===== config.mk =====
export PLATFORM = sky130hd
export DESIGN_NAME = mii_tx_retry
export DESIGN_NICKNAME = d
export VERILOG_FILES = /design/src/rtl/mii_tx_pkg.sv /design/src/rtl/mii_sync2.sv /design/src/rtl/mii_frame_buf.sv /design/src/rtl/mii_backoff.sv /design/src/rtl/mii_tx_retry.sv
export SDC_FILE = /design/constraint.sdc
export NUM_CORES = 1
export LEC_CHECK = 0
export ABC_AREA = 1
export BUFFER_PORTS_ARGS = -buffer_cell sky130_fd_sc_hd__buf_4
export CAP_MARGIN = 0
export CORE_UTILIZATION = 35
export DETAILED_ROUTE_END_ITERATION = 10
export GPL_ROUTABILITY_DRIVEN = 0
export RECOVER_POWER = 100
export SLEW_MARGIN = 10
export SYNTH_ARGS = -nofsm -noshare
export SYNTH_HDL_FRONTEND = slang
export SYNTH_HIERARCHICAL = 1
export SYNTH_SLANG_ARGS = --single-unit
export TNS_END_PERCENT = 5

===== constraint.sdc =====
create_clock -name clk -period 7.1 [get_ports clk]
set_input_delay 0.71 -clock clk [delete_from_list [all_inputs] [get_ports clk]]
set_output_delay 0.71 -clock clk [all_outputs]
set_load 0.05 [all_outputs]

===== src/rtl/mii_tx_pkg.sv =====
package mii_tx_pkg;
  typedef enum logic [2:0] {
    ST_LOAD,
    ST_GAP,
    ST_SEND,
    ST_JAM,
    ST_WAIT
  } tx_state_e;

  localparam logic [3:0] NIB_PRE = 4'h5;
  localparam logic [3:0] NIB_SFD = 4'hD;
  localparam logic [3:0] NIB_JAM = 4'h5;
endpackage


===== src/rtl/mii_sync2.sv =====
module mii_sync2 #(
  parameter int W = 2
) (
  input  logic         clk,
  input  logic         rst_n,
  input  logic [W-1:0] d,
  output logic [W-1:0] q
);
  logic [W-1:0] meta_q;

  always_ff @(posedge clk or negedge rst_n) begin
    if (!rst_n) begin
      meta_q <= '0;
      q      <= '0;
    end else begin
      meta_q <= d;
      q      <= meta_q;
    end
  end
endmodule


===== src/rtl/mii_frame_buf.sv =====
module mii_frame_buf #(
  parameter int DEPTH = 64,
  localparam int AW = $clog2(DEPTH)
) (
  input  logic          clk,
  input  logic          we,
  input  logic [AW-1:0] waddr,
  input  logic [7:0]    wdata,
  input  logic [AW-1:0] raddr,
  output logic [7:0]    rdata
);
  logic [7:0] mem [DEPTH];

  always_ff @(posedge clk) begin
    if (we) mem[waddr] <= wdata;
  end

  assign rdata = mem[raddr];
endmodule


===== src/rtl/mii_backoff.sv =====
module mii_backoff #(
  parameter int          SLOT_CYCLES = 128,
  parameter int          CAP         = 10,
  parameter int          NUM_W       = 5,
  parameter logic [15:0] SEED        = 16'hACE1
) (
  input  logic             clk,
  input  logic             rst_n,
  input  logic             start,
  input  logic [NUM_W-1:0] coll_num,
  output logic             done
);
  localparam int SLOT_W = $clog2(SLOT_CYCLES);

  logic [15:0]       lfsr_q;
  logic [CAP-1:0]    k_q, mask_q, mask_c;
  logic [SLOT_W-1:0] slot_q;
  logic              run_q;

  // window mask: 2^min(n,CAP)-1
  always_comb begin
    for (int i = 0; i < CAP; i++) mask_c[i] = (int'(coll_num) > i);
  end

  // free-running Galois LFSR
  always_ff @(posedge clk or negedge rst_n) begin
    if (!rst_n) lfsr_q <= SEED;
    else        lfsr_q <= {1'b0, lfsr_q[15:1]} ^ (lfsr_q[0] ? 16'hB400 : 16'h0000);
  end

  always_ff @(posedge clk or negedge rst_n) begin
    if (!rst_n) begin
      run_q  <= 1'b0;
      k_q    <= '0;
      mask_q <= '0;
      slot_q <= '0;
    end else if (start) begin
      run_q  <= 1'b1;
      k_q    <= lfsr_q[CAP-1:0] & mask_c;
      mask_q <= mask_c;
      slot_q <= '0;
    end else if (run_q) begin
      if (k_q == '0) begin
        run_q <= 1'b0;
      end else if (slot_q == SLOT_W'(SLOT_CYCLES - 1)) begin
        slot_q <= '0;
        k_q    <= k_q - 1'b1;
      end else begin
        slot_q <= slot_q + 1'b1;
      end
    end
  end

  assign done = run_q && (k_q == '0);

  assert_backoff_window_R6: assert property (@(posedge clk) disable iff (!rst_n)
    run_q |-> ((k_q & ~mask_q) == '0));
endmodule


===== src/rtl/mii_tx_retry.sv =====
module mii_tx_retry
  import mii_tx_pkg::*;
#(
  parameter int BUF_DEPTH    = 64,
  parameter int MAX_ATTEMPTS = 16,
  parameter int JAM_NIBBLES  = 8,
  parameter int SLOT_CYCLES  = 128,
  parameter int IFG_CYCLES   = 24,
  parameter int BACKOFF_CAP  = 10,
  parameter int PRE_BYTES    = 7
) (
  input  logic       clk,
  input  logic       rst_n,
  input  logic       full_duplex,
  input  logic [7:0] in_data,
  input  logic       in_valid,
  input  logic       in_last,
  output logic       in_ready,
  input  logic       mii_crs,
  input  logic       mii_col,
  output logic [3:0] mii_txd,
  output logic       mii_tx_en,
  output logic       done_ok,
  output logic       done_abort
);
  localparam int AW       = $clog2(BUF_DEPTH);
  localparam int LEN_W    = $clog2(BUF_DEPTH + 1);
  localparam int PRE_NIBS = 2 * (PRE_BYTES + 1);
  localparam int NIB_W    = $clog2(PRE_NIBS + 2 * BUF_DEPTH + 1);
  localparam int ATT_W    = $clog2(MAX_ATTEMPTS);
  localparam int JAM_W    = $clog2(JAM_NIBBLES + 1);
  localparam int IFG_W    = $clog2(IFG_CYCLES + 1);

  // reset: asserted asynchronously, released on a clock edge
  logic rst_meta_q, rst_n_int;
  always_ff @(posedge clk or negedge rst_n) begin
    if (!rst_n) begin
      rst_meta_q <= 1'b0;
      rst_n_int  <= 1'b0;
    end else begin
      rst_meta_q <= 1'b1;
      rst_n_int  <= rst_meta_q;
    end
  end

  logic crs_s, col_s;
  mii_sync2 #(.W(2)) u_sync (
    .clk  (clk),
    .rst_n(rst_n_int),
    .d    ({mii_crs, mii_col}),
    .q    ({crs_s, col_s})
  );

  tx_state_e        state_q, state_d;
  logic [LEN_W-1:0] wr_q, wr_d, len_q, len_d;
  logic [NIB_W-1:0] nib_q, nib_d;
  logic [ATT_W-1:0] att_q, att_d;
  logic [JAM_W-1:0] jam_q, jam_d;
  logic [IFG_W-1:0] gap_q, gap_d;
  logic             ok_q, ok_d, abort_q, abort_d;
  logic             bo_start, bo_done;

  logic             busy_c, hit_c, accept, room;
  logic [NIB_W-1:0] data_idx, last_nib;
  logic [7:0]       rd_byte;
  logic [3:0]       txd_c;

  assign busy_c   = crs_s & ~full_duplex;
  assign hit_c    = col_s & ~full_duplex;
  assign in_ready = (state_q == ST_LOAD);
  assign accept   = in_valid & in_ready;
  assign room     = (wr_q < LEN_W'(BUF_DEPTH));
  assign data_idx = nib_q - NIB_W'(PRE_NIBS);
  assign last_nib = NIB_W'(PRE_NIBS) + NIB_W'({len_q, 1'b0}) - 1'b1;

  mii_frame_buf #(.DEPTH(BUF_DEPTH)) u_buf (
    .clk  (clk),
    .we   (accept & room),
    .waddr(wr_q[AW-1:0]),
    .wdata(in_data),
    .raddr(AW'(data_idx >> 1)),
    .rdata(rd_byte)
  );

  mii_backoff #(
    .SLOT_CYCLES(SLOT_CYCLES),
    .CAP        (BACKOFF_CAP),
    .NUM_W      (ATT_W + 1)
  ) u_backoff (
    .clk     (clk),
    .rst_n   (rst_n_int),
    .start   (bo_start),
    .coll_num({1'b0, att_q} + 1'b1),
    .done    (bo_done)
  );

  // next-state logic
  always_comb begin
    state_d  = state_q;
    wr_d     = wr_q;
    len_d    = len_q;
    nib_d    = nib_q;
    att_d    = att_q;
    jam_d    = jam_q;
    gap_d    = gap_q;
    ok_d     = 1'b0;
    abort_d  = 1'b0;
    bo_start = 1'b0;
    unique case (state_q)
      ST_LOAD: begin
        if (accept) begin
          if (room) wr_d = wr_q + 1'b1;
          if (in_last) begin
            len_d   = room ? wr_q + 1'b1 : LEN_W'(BUF_DEPTH);
            wr_d    = '0;
            att_d   = '0;
            gap_d   = '0;
            state_d = ST_GAP;
          end
        end
      end
      ST_GAP: begin
        if (busy_c) begin
          gap_d = '0;
        end else if (gap_q == IFG_W'(IFG_CYCLES - 1)) begin
          gap_d   = '0;
          nib_d   = '0;
          state_d = ST_SEND;
        end else begin
          gap_d = gap_q + 1'b1;
        end
      end
      ST_SEND: begin
        if (hit_c) begin
          jam_d   = '0;
          state_d = ST_JAM;
        end else if (nib_q == last_nib) begin
          ok_d    = 1'b1;
          state_d = ST_LOAD;
        end else begin
          nib_d = nib_q + 1'b1;
        end
      end
      ST_JAM: begin
        if (jam_q == JAM_W'(JAM_NIBBLES - 1)) begin
          if (att_q == ATT_W'(MAX_ATTEMPTS - 1)) begin
            abort_d = 1'b1;
            state_d = ST_LOAD;
          end else begin
            att_d    = att_q + 1'b1;
            bo_start = 1'b1;
            state_d  = ST_WAIT;
          end
        end else begin
          jam_d = jam_q + 1'b1;
        end
      end
      ST_WAIT: begin
        if (bo_done) begin
          gap_d   = '0;
          state_d = ST_GAP;
        end
      end
      default: state_d = ST_LOAD;
    endcase
  end

  // state registers
  always_ff @(posedge clk or negedge rst_n_int) begin
    if (!rst_n_int) begin
      state_q <= ST_LOAD;
      wr_q    <= '0;
      len_q   <= '0;
      nib_q   <= '0;
      att_q   <= '0;
      jam_q   <= '0;
      gap_q   <= '0;
      ok_q    <= 1'b0;
      abort_q <= 1'b0;
    end else begin
      state_q <= state_d;
      wr_q    <= wr_d;
      len_q   <= len_d;
      nib_q   <= nib_d;
      att_q   <= att_d;
      jam_q   <= jam_d;
      gap_q   <= gap_d;
      ok_q    <= ok_d;
      abort_q <= abort_d;
    end
  end

  // nibble select
  always_comb begin
    txd_c = 4'h0;
    if (state_q == ST_SEND) begin
      if (nib_q < NIB_W'(PRE_NIBS - 1))       txd_c = NIB_PRE;
      else if (nib_q == NIB_W'(PRE_NIBS - 1)) txd_c = NIB_SFD;
      else                                    txd_c = data_idx[0] ? rd_byte[7:4] : rd_byte[3:0];
    end else if (state_q == ST_JAM) begin
      txd_c = NIB_JAM;
    end
  end

  assign mii_txd    = txd_c;
  assign mii_tx_en  = (state_q == ST_SEND) || (state_q == ST_JAM);
  assign done_ok    = ok_q;
  assign done_abort = abort_q;

  assert_no_load_while_tx_R3: assert property (@(posedge clk) disable iff (!rst_n_int)
    mii_tx_en |-> !in_ready);

  assert_start_after_gap_R4: assert property (@(posedge clk) disable iff (!rst_n_int)
    $rose(mii_tx_en) |-> ($past(gap_q) == IFG_W'(IFG_CYCLES - 1)) && !$past(busy_c));

  assert_jam_length_R5: assert property (@(posedge clk) disable iff (!rst_n_int)
    $fell(state_q == ST_JAM) |-> ($past(jam_q) == JAM_W'(JAM_NIBBLES - 1)));

  assert_abort_last_try_R7: assert property (@(posedge clk) disable iff (!rst_n_int)
    done_abort |-> ($past(att_q) == ATT_W'(MAX_ATTEMPTS - 1)));

  assert_done_exclusive_R8: assert property (@(posedge clk) disable iff (!rst_n_int)
    !(done_ok && done_abort));

  assert_fd_no_jam_R9: assert property (@(posedge clk) disable iff (!rst_n_int)
    (state_q == ST_SEND && full_duplex) |=> (state_q != ST_JAM));
endmodule


== Word-level counts from Yosys, hierarchy flattened ==
Memories as Yosys holds them, arrays and structs flattened.
Index checks and enable logic that the tools add are counted.
Widths: inputs -> output; s select.

* Register bits: 80
* Memory bits (writable): 512
* Input port bits: 15
* Output and inout port bits: 8
* Logic and storage cells: 151
* Memories kept: 1

{| class="wikitable"
|+ Memories
! name !! words !! width !! rd ports !! clocked after memory_dff !! write ports !! RTL line !! RTL
|-
| u_buf.mem || 64 || 8 || 1 || 0 || 1 || mii_frame_buf.sv:12 || <nowiki>logic [7:0] mem [DEPTH];</nowiki>
|}

* $add $sub $neg: 11
* Order comparisons: 12
* Equal/unequal tests: 23
* Muxes and demuxes: 60
* Bitwise gates (word level): 7
* Reduce and logical (&&, ||, !) cells: 20

{| class="wikitable"
|+ Operator list
! cell !! count
|-
| $mux 7 || 7
|-
| $mux 10 || 4
|-
| $mux 4 || 10
|-
| $mux 8 || 4
|-
| $mux 3 || 10
|-
| $mux 5 || 5
|-
| $ne 2x2->1 const B || 11
|-
| $gt 5x3->1 const B || 4
|-
| $mux 16 || 1
|-
| $pmux 4 s2 || 2
|-
| $pmux 8 s2 || 1
|-
| $xor 15x16->16 || 1
|-
| $pmux 3 s5 || 1
|-
| $pmux 5 s3 || 1
|-
| $add 7x1->7 const B || 2
|-
| $mux 1 || 14
|-
| $reduce_and 3->1 || 4
|-
| $reduce_bool 2->1 || 6
|-
| $and 10x10->10 || 1
|-
| $gt 5x1->1 const B || 2
|-
| $gt 5x2->1 const B || 2
|-
| $gt 5x4->1 const B || 2
|-
| $logic_not 10->1 || 1
|-
| $reduce_and 5->1 || 2
|-
| other kinds (30) || 35
|}

== Logic depth before layout (Yosys ltp) ==
* Word-level depth: 6
* Depth in mapped cells: 15
* Gate-level depth less buffers: 14

== Modules after synthesis ==
Netlist, hierarchy kept.

{| class="wikitable"
|+ By module, submodules not included
! module !! times used !! cells each !! area an instance (um^2)
|-
| mii_frame_buf || 1 || 1797 || 21179.1
|-
| mii_tx_retry || 1 || 349 || 2666.3
|-
| mii_backoff || 1 || 207 || 1702.9
|-
| mii_sync2 || 1 || 4 || 100.1
|}

== Least setup slack after synthesis ==
Ideal clock, no wire load.

* Path kind: register to output
* From: reg nib_q[5]
* To: out mii_txd[1]
* Arrival: 2.830 ns
* Required time: 6.390 ns
* Path slack: 3.560 ns
* Cell stages (with the launch flop): 13
* Cell sequence: dfrtp_1 buf_6 inv_1 ha_1 inv_1 clkbuf_1 inv_1 clkbuf_1 nand3_1 nand3_1 nand2_1 nand2_1 a211oi_1

* Longest elaborated chain between the ends: 6
* Elaborated cells on any way between the ends: 8

{| class="wikitable"
|+ Ends and longest elaborated chain
! item !! RTL line !! RTL
|-
| from (decl) || mii_tx_retry.sv:56 || <nowiki>logic [NIB_W-1:0] nib_q, nib_d;</nowiki>
|-
| from (signal assigned) || mii_tx_retry.sv:184 || <nowiki>nib_q <= nib_d;</nowiki>
|-
| $sub 7x5->7 || mii_tx_retry.sv:73 || <nowiki>assign data_idx = nib_q - NIB_W'(PRE_NIBS);</nowiki>
|-
| net data_idx[5] || mii_tx_retry.sv:64 || <nowiki>logic [NIB_W-1:0] data_idx, last_nib;</nowiki>
|-
| $mem_v2 64x8 || - ||
|-
| net rd_byte[5] || mii_tx_retry.sv:65 || <nowiki>logic [7:0] rd_byte;</nowiki>
|-
| $mux 4 || mii_tx_retry.sv:199 || <nowiki>else txd_c = data_idx[0] ? rd_byte[7:4] : rd_byte[3:0];</nowiki>
|-
| $mux 4 || mii_tx_retry.sv:198 || <nowiki>else if (nib_q == NIB_W'(PRE_NIBS - 1)) txd_c = NIB_SFD;</nowiki>
|-
| $mux 4 || mii_tx_retry.sv:197 || <nowiki>if (nib_q < NIB_W'(PRE_NIBS - 1)) txd_c = NIB_PRE;</nowiki>
|-
| $mux 4 || mii_tx_retry.sv:196 || <nowiki>if (state_q == ST_SEND) begin</nowiki>
|-
| to (decl) || mii_tx_retry.sv:21 || <nowiki>output logic [3:0] mii_txd,</nowiki>
|}

The timed path passes the listed nets, and every way through them passes these cells.

== Worst setup path in the final report ==
* From: reg nib_q[1]
* To: out mii_txd[1]

* Longest elaborated chain between the ends: 6
* Elaborated cells on any way between the ends: 8

{| class="wikitable"
|+ Ends and longest elaborated chain
! item !! RTL line
|-
| $sub 7x5->7 || mii_tx_retry.sv:73
|-
| $mem_v2 64x8 || -
|-
| net rd_byte[1] || mii_tx_retry.sv:65
|-
| $mux 4 || mii_tx_retry.sv:199
|-
| $mux 4 || mii_tx_retry.sv:198
|-
| $mux 4 || mii_tx_retry.sv:197
|-
| $mux 4 || mii_tx_retry.sv:196
|}

The timed path passes the listed nets, and every way through them passes these cells.

==> impl_metrics.json <==
{
  "pin_count": 23,
  "drt_pass1_iterations": 6,
  "io_buffers": 22,
  "reg2reg_from": "state_q[2]$_DFFE_PN0P_",
  "use_met2_pct": 25.5,
  "cts.sinks": 592,
  "detail-route-antenna-nets": 0,
  "ys.flop_type": "edfxtp_1",
  "crit_required_ns": 6.39,
  "min_to": "u_sync/meta_q[0]$_DFF_PN0_",
  "power_frac_clock_pct": 38.4,
  "maxSlewViolCount": 599,
  "hold_path_depth": 1,
  "drive_above_1_share_pct": 5.70,
  "avgSynthCellArea_um2": 10.9,
  "multi_input_area_um2": 6890,
  "reg2reg_to": "u_backoff/k_q[6]$_DFFE_PN0P_",
  "synth_top_area_cell": "edfxtp_1",
  "cp-end-kind": "output port",
  "clk_pin_slew_ns": 0.06,
  "drv_cap": 9,
  "violations": "max-capacitance violations, max-slew violations",
  "clock_latency_ns": 0.64,
  "busiest_layer": "met2",
  "viasPerCell": 5.18,
  "critPathKind": "reg2out",
  "final.min_clock_period_ns": 5.87,
  "status": "finished with violations",
  "dp.cells": 3223,
  "r2r_slack_ns": 3.08,
  "period_share_pct": 82.7,
  "setup_viol": 0,
  "hold_path.class": "in2reg",
  "seq_power_share_pct": 49.0,
  "netlist_area_um2": 25600,
  "grt_max_degree": 189,
  "rsz0062_at_grt": "no",
  "post_drt_wl_per_cell_um": 18.7,
  "place_hpwl_um": 36200,
  "synth_edf_count": 512,
  "vias": 17300,
  "seq_area_frac_synth_pct": 67.8,
  "rows": 98,
  "cts-root-buf": "clkbuf_16",
  "syn_inst": 2357,
  "areaGrowthSynthToFinish_pct": 9.54,
  "groute.usage.overall_pct": 16.7,
  "dieWidth_um": 273,
  "n_fill_cell": 6886,
  "drc": 0,
  "synth_nets": 2384,
  "reg2reg_depth": 11,
  "grt_remaining_overflow": 0,
  "initial_core_util_pct": 35.6,
  "start_kind": "flop",
  "max_freq_mhz": 170,
  "cts_tree": "yes",
  "ir_drop_v": 0.000187,
  "synth.most_common_cell": "nand2_1",
  "grt_pass1_vias": 16500,
  "relSlewSlack_pct": -133,
  "antennaDiodeCount": 0,
  "grt_pass1_wl_um": 96400,
  "pwr-share-comb_pct": 12.6,
  "met1_usage_pct": 23.9,
  "post_cts_buffers": 0,
  "crit_start": "nib_q[1]$_DFFE_PN0P_",
  "leakage_nw": 10.5,
  "yosys_register_bits": 592,
  "cts_buffers": 61,
  "synthTopCellsByCount": "790 x nand2_1, 512 x edfxtp_1, 487 x nand3_1",
  "synth-warning-count": 6,
  "clockBufferDepth": 3,
  "die-height_um": 273,
  "finClkSkew_ns": 0.0337,
  "antenna_found_initial": 1,
  "power_density_nw_per_um2": 293,
  "nNetsFinal": 2364,
  "cts_max_level": 2,
  "cp.arrival_ns": 5.16,
  "layout.cells.non_filler": 3338,
  "die-area_um2": 74400,
  "worstHoldStart": "mii_col",
  "synth_top_area_share_pct": 59.9,
  "final.setup.tns_ns": 0,
  "hold_viol": 0,
  "core_region_area_um2": 72000,
  "worst_pin_slew_ns": 3.49,
  "p_int_w": 0.00601,
  "p_sw_w": 0.00222,
  "use_met3_pct": 3.43,
  "drtIter0Drc": 1636,
  "critPathMaxFanout": 150,
  "wirelength_um": 62400,
  "sw_frac_of_total_pct": 27.0,
  "async_reset_ff_share_pct": 13.5,
  "regArea_um2": 17400,
  "synthTopCellsByArea": "edfxtp_1 60%, nand2_1 12%, nand3_1 9.5%, dfrtp_1 7.0%, buf_6 1.7%",
  "synth_cell_types": 50
}
==> metrics by stage <==
step | utilization (%) | instance area (um^2) | hold slack [ns] | setup WS [ns] | power (W)
3_3_place_gp | 36.5 | 26300 | 0.333 | 2.54 | 0.00515
2_1_floorplan | - | 25600 | 0.331 | 3.56 | 0.00489
3_5_place_dp | 36.5 | 26300 | 0.337 | 2.47 | 0.00518
4_1_cts | 39.3 | 28300 | 0.151 | 1.77 | 0.00835
5_1_grt | 39.0 | 28100 | 0.185 | 0.953 | 0.00858
6_report | 39.0 | 28100 | 0.213 | 1.23 | 0.00823
==> layout make-up <==
class | count | area share [%]
clock buffers | 80 | 5.87
clock inverters | 34 | 1.24
inverters | 98 | 1.34
multi-input cells | 1544 | 24.5
flip-flops and latches | 592 | 61.9
well taps | 950 | 4.23
repair buffers | 40 | 0.873
==> worst max-delay path, stage by stage, from the launching register on <==
cell	delay, ns
dfrtp_2	0.87
inv_6	1.05
buf_4	0.56
nand2_1	0.11
nand3_1	0.09
nand3_1	0.09
nand2_1	0.10
nand2_1	0.05
nand3_1	0.12
nand3_1	0.08
nand2_1	0.10
nand2_1	0.06
a211oi_1	0.52
clkbuf_1	0.52
==> worst max path at each step <==
stage	endpoint	slack, ns	cells after the start
finish	mii_txd[1]	1.23	13
global route	mii_txd[1]	0.95	13
CTS	mii_txd[1]	1.77	13
detailed placement	mii_txd[1]	2.47	13
global placement	mii_txd[1]	2.54	13
floorplan	mii_txd[1]	3.56	12
==> power groups by stage <==
stage	sequential [W]	clock [W]	combinational (W)
2_1_floorplan	0.00404	0	0.000848
3_3_place_gp	0.00409	0	0.00105
3_5_place_dp	0.00410	0	0.00108
4_1_cts	0.00403	0.00323	0.00109
5_1_grt	0.00405	0.00336	0.00117
6_report	0.00403	0.00316	0.00104
==> layout by cell type, fill, tap and decap left out, types with 5 or more instances in the layout <==
cell / n
ha_1: 12
clkinv_2: 11
edfxtp_1: 512
nand4_1: 22
inv_1: 90
a21oi_1: 12
dfstp_2: 6
dfrtp_1: 69
clkinv_1: 10
clkbuf_16: 61
o22ai_1: 8
o21ai_0: 34
nand3_1: 488
bufinv_16: 5
nand2_2: 5
nor2_1: 108
buf_4: 13
nand2_1: 797
xor2_1: 18
clkbuf_8: 5
clkbuf_1: 36
nor4_1: 8
==> routing by layer <==
| metal | wire (um) | share of wire, % | up-vias |
|---|---|---|---|
| met5 | 0 | 0 | - |
| li1 | - | - | 8083 |
| met1 | 27400 | 44 | 8485 |
| met2 | 28200 | 45 | 632 |
| met3 | 5320 | 8.5 | 102 |
| met4 | 1420 | 2.3 | 0 |
==> kinds of logic (layout without fill, tap and decap cells) <==
| group | count (synthesis) | in the layout | synth area share (%) |
|---|---|---|---|
| AOI/OAI and AO/OA | 70 | 70 | 1.73 |
| xor gates and xnor gates | 19 | 19 | 0.649 |
| adders and majority gates | 12 | 12 | 0.585 |
| buffers and inverters | 221 | 252 | 4.92 |
| DFF | 592 | 592 | 67.8 |
| other | 1 | 1 | 0.0146 |
| and+or+nand+nor | 1442 | 1442 | 24.3 |
==> registers in the layout (all words and copies together), names as in the netlist, 3 cells and up <==
register,flops
att_q,4
gap_q,5
jam_q,4
len_q,7
nib_q,8
state_q,3
u_backoff/k_q,10
u_backoff/lfsr_q,16
u_backoff/slot_q,7
u_buf/mem,512
wr_q,7
==> repair_timing <==
action / CTS / global route
gates resized for setup: 0 / 0
hold buffers: 1 / 0
setup endpoints to repair: 0 / 0
hold endpoints to repair: 2 / 0
No activity file was read; power rests on OpenSTA's default activity.
